File: src/rtl/hts_pkg.sv
package hts_pkg;

    typedef enum logic [2:0] {
        PH_FRONT  = 3'd0,
        PH_SYNC   = 3'd1,
        PH_BACK   = 3'd2,
        PH_LEFT   = 3'd3,
        PH_IMAGE  = 3'd4,
        PH_RIGHT  = 3'd5
    } phase_e;

    localparam int ADDR_W = 3;
    localparam logic [ADDR_W-1:0] A_SYNC  = 3'd0;
    localparam logic [ADDR_W-1:0] A_BACK  = 3'd1;
    localparam logic [ADDR_W-1:0] A_LEFT  = 3'd2;
    localparam logic [ADDR_W-1:0] A_IMGW  = 3'd3;
    localparam logic [ADDR_W-1:0] A_FRONT = 3'd4;
    localparam logic [ADDR_W-1:0] A_TOTAL = 3'd5;
    localparam logic [ADDR_W-1:0] A_COLOR = 3'd6;

    // Threshold slot indices in the register bank
    localparam int S_SYNC  = 0;
    localparam int S_BACK  = 1;
    localparam int S_LEFT  = 2;
    localparam int S_ISTA  = 3;
    localparam int S_IEND  = 4;
    localparam int S_FRONT = 5;
    localparam int S_TOTAL = 6;
    localparam int N_SLOT  = 7;

    function automatic logic phase_blank(phase_e p);
        return (p == PH_FRONT) || (p == PH_SYNC) || (p == PH_BACK);
    endfunction

    function automatic logic phase_border(phase_e p);
        return (p == PH_LEFT) || (p == PH_RIGHT);
    endfunction

endpackage

File: src/rtl/hts_regs.sv
module hts_regs
    import hts_pkg::*;
#(
    parameter int CNT_W   = 16,
    parameter int COLOR_W = 24,
    parameter int REG_W   = 32
) (
    input  logic                clk,
    input  logic                rst,
    input  logic                wr_en,
    input  logic [ADDR_W-1:0]   wr_addr,
    input  logic [REG_W-1:0]    wr_data,
    input  logic                line_wrap,
    output logic [CNT_W-1:0]    act_slot [N_SLOT],
    output logic [COLOR_W-1:0]  act_color
);
    localparam int HALF = REG_W / 2;

    logic [CNT_W-1:0]   shd_slot [N_SLOT];
    logic [COLOR_W-1:0] shd_color;
    logic [N_SLOT-1:0]  slot_we;
    logic [CNT_W-1:0]   slot_wd [N_SLOT];

    // Per-slot write decode; the image window feeds two slots
    generate
        for (genvar s = 0; s < N_SLOT; s++) begin : g_dec
            if (s == S_ISTA) begin : g_lo
                assign slot_we[s] = wr_en && (wr_addr == A_IMGW);
                assign slot_wd[s] = wr_data[CNT_W-1:0];
            end else if (s == S_IEND) begin : g_hi
                assign slot_we[s] = wr_en && (wr_addr == A_IMGW);
                assign slot_wd[s] = wr_data[HALF +: CNT_W];
            end else begin : g_plain
                localparam logic [ADDR_W-1:0] MY_ADDR =
                    (s == S_SYNC)  ? A_SYNC  :
                    (s == S_BACK)  ? A_BACK  :
                    (s == S_LEFT)  ? A_LEFT  :
                    (s == S_FRONT) ? A_FRONT : A_TOTAL;
                assign slot_we[s] = wr_en && (wr_addr == MY_ADDR);
                assign slot_wd[s] = wr_data[CNT_W-1:0];
            end

            always_ff @(posedge clk) begin
                if (rst) begin
                    shd_slot[s] <= (s == S_TOTAL) ? '1 : '0;
                    act_slot[s] <= (s == S_TOTAL) ? '1 : '0;
                end else begin
                    if (slot_we[s]) shd_slot[s] <= slot_wd[s];
                    if (line_wrap)  act_slot[s] <= shd_slot[s];
                end
            end
        end
    endgenerate

    always_ff @(posedge clk) begin
        if (rst) begin
            shd_color <= '0;
            act_color <= '0;
        end else begin
            if (wr_en && (wr_addr == A_COLOR)) shd_color <= wr_data[COLOR_W-1:0];
            if (line_wrap) act_color <= shd_color;
        end
    end

endmodule

File: src/rtl/hts_counter.sv
module hts_counter #(
    parameter int CNT_W = 16
) (
    input  logic             clk,
    input  logic             rst,
    input  logic [CNT_W-1:0] total,
    output logic [CNT_W-1:0] cnt,
    output logic             wrap
);
    assign wrap = (cnt == total);

    always_ff @(posedge clk) begin
        if (rst)       cnt <= '0;
        else if (wrap) cnt <= '0;
        else           cnt <= cnt + 1'b1;
    end

endmodule

File: src/rtl/hts_event.sv
module hts_event
    import hts_pkg::*;
#(
    parameter int CNT_W = 16
) (
    input  logic [CNT_W-1:0] cnt,
    input  logic [CNT_W-1:0] thr [N_SLOT],
    output logic             hit,
    output phase_e           next_ph
);
    logic at_sync, at_back, at_left, at_ista, at_iend, at_front;
    logic sync_ok, left_folds;

    assign at_sync    = (cnt == thr[S_SYNC]);
    assign at_back    = (cnt == thr[S_BACK]);
    assign at_left    = (cnt == thr[S_LEFT]);
    assign at_ista    = (cnt == thr[S_ISTA]);
    assign at_iend    = (cnt == thr[S_IEND]);
    assign at_front   = (cnt == thr[S_FRONT]);
    assign sync_ok    = (thr[S_SYNC] < thr[S_BACK]);
    assign left_folds = (thr[S_LEFT] <= thr[S_BACK]);

    always_comb begin
        hit     = 1'b1;
        next_ph = PH_FRONT;
        if (at_back)                    next_ph = left_folds ? PH_LEFT : PH_BACK;
        else if (at_sync && sync_ok)    next_ph = PH_SYNC;
        else if (at_iend)               next_ph = PH_RIGHT;
        else if (at_ista)               next_ph = PH_IMAGE;
        else if (at_left && !left_folds) next_ph = PH_LEFT;
        else if (at_front)              next_ph = PH_FRONT;
        else                            hit = 1'b0;
    end

endmodule

File: src/rtl/hts_top.sv
module hts_top
    import hts_pkg::*;
#(
    parameter int CNT_W   = 16,
    parameter int COLOR_W = 24,
    parameter int REG_W   = 32
) (
    input  logic               clk,
    input  logic               rst,
    input  logic               wr_en,
    input  logic [2:0]         wr_addr,
    input  logic [31:0]        wr_data,
    output logic               hsync,
    output logic               blank,
    output logic               border_sel,
    output logic               pix_req,
    output logic [COLOR_W-1:0] border_rgb,
    output logic               eol
);
    logic [CNT_W-1:0]   act_slot [N_SLOT];
    logic [COLOR_W-1:0] act_color;
    logic [CNT_W-1:0]   cnt;
    logic               wrap;
    logic               ev_hit;
    phase_e             ev_ph;
    phase_e             phase_q;

    hts_regs #(.CNT_W(CNT_W), .COLOR_W(COLOR_W), .REG_W(REG_W)) u_regs (
        .clk       (clk),
        .rst       (rst),
        .wr_en     (wr_en),
        .wr_addr   (wr_addr),
        .wr_data   (wr_data),
        .line_wrap (wrap),
        .act_slot  (act_slot),
        .act_color (act_color)
    );

    hts_counter #(.CNT_W(CNT_W)) u_cnt (
        .clk   (clk),
        .rst   (rst),
        .total (act_slot[S_TOTAL]),
        .cnt   (cnt),
        .wrap  (wrap)
    );

    hts_event #(.CNT_W(CNT_W)) u_evt (
        .cnt     (cnt),
        .thr     (act_slot),
        .hit     (ev_hit),
        .next_ph (ev_ph)
    );

    always_ff @(posedge clk) begin
        if (rst)         phase_q <= PH_FRONT;
        else if (ev_hit) phase_q <= ev_ph;
    end

    assign hsync      = (phase_q == PH_SYNC);
    assign blank      = phase_blank(phase_q);
    assign border_sel = phase_border(phase_q);
    assign pix_req    = (phase_q == PH_IMAGE);
    assign border_rgb = act_color;
    assign eol        = wrap && !rst;

endmodule

File: config.mk
export PLATFORM = sky130hd
export DESIGN_NAME = hts_top
export DESIGN_NICKNAME = d
export VERILOG_FILES = /design/src/rtl/hts_pkg.sv /design/src/rtl/hts_regs.sv /design/src/rtl/hts_counter.sv /design/src/rtl/hts_event.sv /design/src/rtl/hts_top.sv
export SDC_FILE = /design/constraint.sdc
export NUM_CORES = 1
export LEC_CHECK = 0
export ABC_AREA = 1
export BUFFER_PORTS_ARGS = -buffer_cell sky130_fd_sc_hd__buf_2
export CELL_PAD_IN_SITES_DETAIL_PLACEMENT = 1
export CELL_PAD_IN_SITES_GLOBAL_PLACEMENT = 1
export CORE_MARGIN = 5
export CORE_UTILIZATION = 35
export DETAILED_ROUTE_END_ITERATION = 7
export PLACE_DENSITY_LB_ADDON = 0.1
export SLEW_MARGIN = 20
export SYNTH_ARGS = -nofsm -noshare
export SYNTH_HDL_FRONTEND = slang
export SYNTH_SLANG_ARGS = --single-unit
File: constraint.sdc
create_clock -name clk -period 3.08 [get_ports clk]
set_clock_uncertainty 0.1 [all_clocks]
set_input_delay 0.462 -clock clk [delete_from_list [all_inputs] [get_ports clk]]
set_output_delay 0.462 -clock clk [all_outputs]
set_load 0.02 [all_outputs]
==> reports/qor.txt <==
Startpoint types: flip-flop
Die area: 39300 sq um
Worst path bufs/invs: 1
WS Path Type: reg -> out
TritonRoute pass-1 iters: 4
Hold Fails Final Rpt: 0
# Post-CTS Setup Buffers: 0
Vias/cell: 4.89
Utilization after layout: 40.8%
Clk sinks: 291
Share of cells above drive strength 1: 11.8%
Clk_lat worst skew: 0.52 ns
Io pins: 67
Row count: 69
R2R Setup Slk: 0.63 ns
GRT Resource Usage Total: 20.0%
Post-synthesis sequential area ratio: 56.0%
Post-synth EDFFs: 112
Root Buffer: clkbuf_16
Cell Chain, Critical Path: nor2_1 -> nor3_2 -> nand3_1 -> nor2_1 -> nand2_2 -> nor2_4 -> buf_2
Mapped Avg Cell Area: 9.01 sq um
Worst slew pin tran: 0.645 ns
Setup ws final: 0.197 ns
Async S/R FF share, synth: 0%
Family with the most delay on the worst path: simple AND/OR/NAND/NOR gates
Initial Util: 35.1%
Critical Path Stages: 7
CTS H-tree lvls: 2
Hold buffer count at cts: 0
Fin crit period: 2.88 ns
Reg2reg path depth: 11
CTS tree: yes
Clock Pin Slew Worst Setup and Hold Paths: 0.06 ns
Number of antenna diodes: 0
Crit path DAT: 2.32 ns
First-pass GRT wire length: 59700 um
LEAKAGE: 6.15 nW
Post-cts gate resize count: 0
Post-Syn Area: 12400 sq um
RSZ-0062 raised after global routing: false
Filler cells: 4075
CP most frequent cell: nor2_1
Seq cells post-synth: 291
Total gr overflow: 0
DP HPWL: 26300 um
Final setup vio count: 0
Total negative slack: 0 ns
Area delta synth->final: 16.1%
Setup WS pre-CTS: 0.566 ns
Slowest CP cell: dfxtp_1
CP Max Fanout: 11
Final slew viol count: 0
Post-route ant nets: 0
IO Port Bufs: 66
Worst path required time: 2.52 ns
DR iter-0 viols: 414
Status: finished, final reports clean
Via count: 9485
NumNets Final: 1523
DRC violations left: 0
Largest net degree at the start of global routing: 79
Cell count after synthesis: 1377
Longest Clk Path Bufs: 3
Post-Syn Nets: 1447
Pwr Total: 0.00872 W
Hold path depth: 3
Average routed wire per standard cell: 20.0 um
Worst vdd ir: 0.381 mV
Die span in x: 198 um
Dominant synthesized flop cell: dfxtp_1
Max Cap Viol: 0
Hold_ws: 0.0952 ns
Period utilization: 93.6%
Inserted Clock Buffers: 35
F_max: 347 MHz
Worst slew margin: 56.9%
CP max stage delay: 0.65 ns
Pwr dens: 606 nW/um^2
Initial antenna violation count: 0
Placer's final routability congestion estimate: 0.762
Crit end category: output port
Chip Height: 198 um
Worst hold path class: in -> reg
Vias in the first global route: 9912
Post-Route WL: 38800 um
Netlist cell types: 35
Syn. warnings: 0
Placeable Area: 35300 sq um
==> power by group <==
| group | switching (W) | total (W) | internal [W] | leakage [nW] |
|---|---|---|---|---|
| clock network | 0.00167 | 0.00419 | 0.00252 | 0.558 |
| logic | 0.000273 | 0.000367 | 0.0000937 | 3.06 |
| registers | 0.0000517 | 0.00417 | 0.00411 | 2.53 |
| total | 0.00200 | 0.00872 | 0.00673 | 6.15 |
==> placed cells by master, fill, tap and decap left out, types with 2 or more instances in the layout <==
cell type | netlist | layout
clkbuf_8 | 0 | 3
buf_2 | 22 | 66
bufinv_16 | 0 | 4
ha_1 | 32 | 32
nand3_1 | 20 | 20
nor2_2 | 2 | 3
clkinv_2 | 1 | 6
xnor2_1 | 27 | 27
inv_2 | 3 | 4
nor3_2 | 4 | 4
o22a_1 | 11 | 11
nor3b_1 | 2 | 2
o21ai_0 | 64 | 63
a21oi_1 | 58 | 58
edfxtp_1 | 112 | 112
o21a_1 | 2 | 2
nor2_1 | 180 | 179
a22o_1 | 53 | 53
dfxtp_1 | 179 | 179
buf_12 | 0 | 3
clkinvlp_4 | 0 | 3
o21ai_1 | 34 | 35
nor3_1 | 8 | 8
clkbuf_16 | 0 | 35
buf_4 | 5 | 32
nand4_1 | 14 | 14
inv_6 | 0 | 3
clkbuf_1 | 23 | 8
xor2_1 | 31 | 31
inv_1 | 137 | 136
nand2_1 | 332 | 332
==> area by class of cell <==
class / instances / area (sq um) / area share (%)
clock inverter: 17 / 206 / 1.43
inverter: 142 / 537 / 3.73
sequential: 291 / 6950 / 48.2
clock buffer: 46 / 947 / 6.58
tap: 461 / 577 / 4.00
timing repair buffer: 101 / 631 / 4.38
multi-input combinational: 882 / 4560 / 31.7
==> metrics by stage <==
stage,std cells,cell area (sq um)
4_1_cts,1940,14400
3_5_place_dp,1877,13300
5_1_grt,1940,14400
2_1_floorplan,1377,12400
3_3_place_gp,1877,13300
6_report,1940,14400
==> flip-flops by register name, summed over array words and instances, names as in the netlist <==
signal and flops:
u_regs.act_slot 112, u_regs.shd_slot 112, u_regs.act_color 24, u_regs.shd_color 24, u_cnt.cnt 16, phase_q 3
==> kinds of logic (layout without fill, tap and decap cells) <==
group | after synthesis | in the layout | synth area share (%)
adders and majority gates | 32 | 32 | 3.23
and+or+nand+nor | 569 | 569 | 18.4
DFF | 291 | 291 | 56.0
AOI/OAI and AO/OA | 223 | 223 | 11.0
buffers and inverters | 204 | 306 | 7.30
xor gates and xnor gates | 58 | 58 | 4.09
==> per-layer routing <==
layer / share of wire (%) / GRT usage [%]
met5: 0 / 0
met4: 1.9 / 5.00
met3: 3.9 / 3.22
met2: 47 / 33.1
met1: 47 / 27.5
==> path summary, 6_finish.rpt <==
kind,from,end
setup / recovery,u_cnt.cnt[10]$_SDFF_PP0_,eol
hold / removal,wr_data[17],u_regs.shd_color[17]$_SDFFE_PP0P_
setup reg to reg,u_cnt.cnt[0]$_SDFF_PP0_,u_cnt.cnt[14]$_SDFF_PP0_
hold reg to reg,u_regs.shd_slot[5][2]$_SDFFCE_PN0P_,u_regs.act_slot[18]$_SDFFE_PP0N_
==> cell usage after synthesis (22+ instances only) <==
master / instances / share of area (%)
nand2_1: 332 / 10
nor2_1: 180 / 5.4
dfxtp_1: 179 / 29
inv_1: 137 / 4.1
edfxtp_1: 112 / 27
o21ai_0: 64 / 2.6
a21oi_1: 58 / 2.3
a22o_1: 53 / 3.7
o21ai_1: 34 / 1.4
ha_1: 32 / 3.2
xor2_1: 31 / 2.2
xnor2_1: 27 / 1.9
clkbuf_1: 23 / 0.70
buf_2: 22 / 0.89
==> worst register-to-register path, cell delays in order, from the launching register on <==
cell and delay (ns):
dfxtp_1 0.62, ha_1 0.26, nand2_1 0.07, nor2_1 0.15, inv_2 0.06, nor2_2 0.15, nand2_1 0.14, nor3_4 0.26
nand3_2 0.16, nor2_2 0.14, a21oi_1 0.08, nor3_1 0.18
Note: power is estimated with default switching activity, not from simulation.
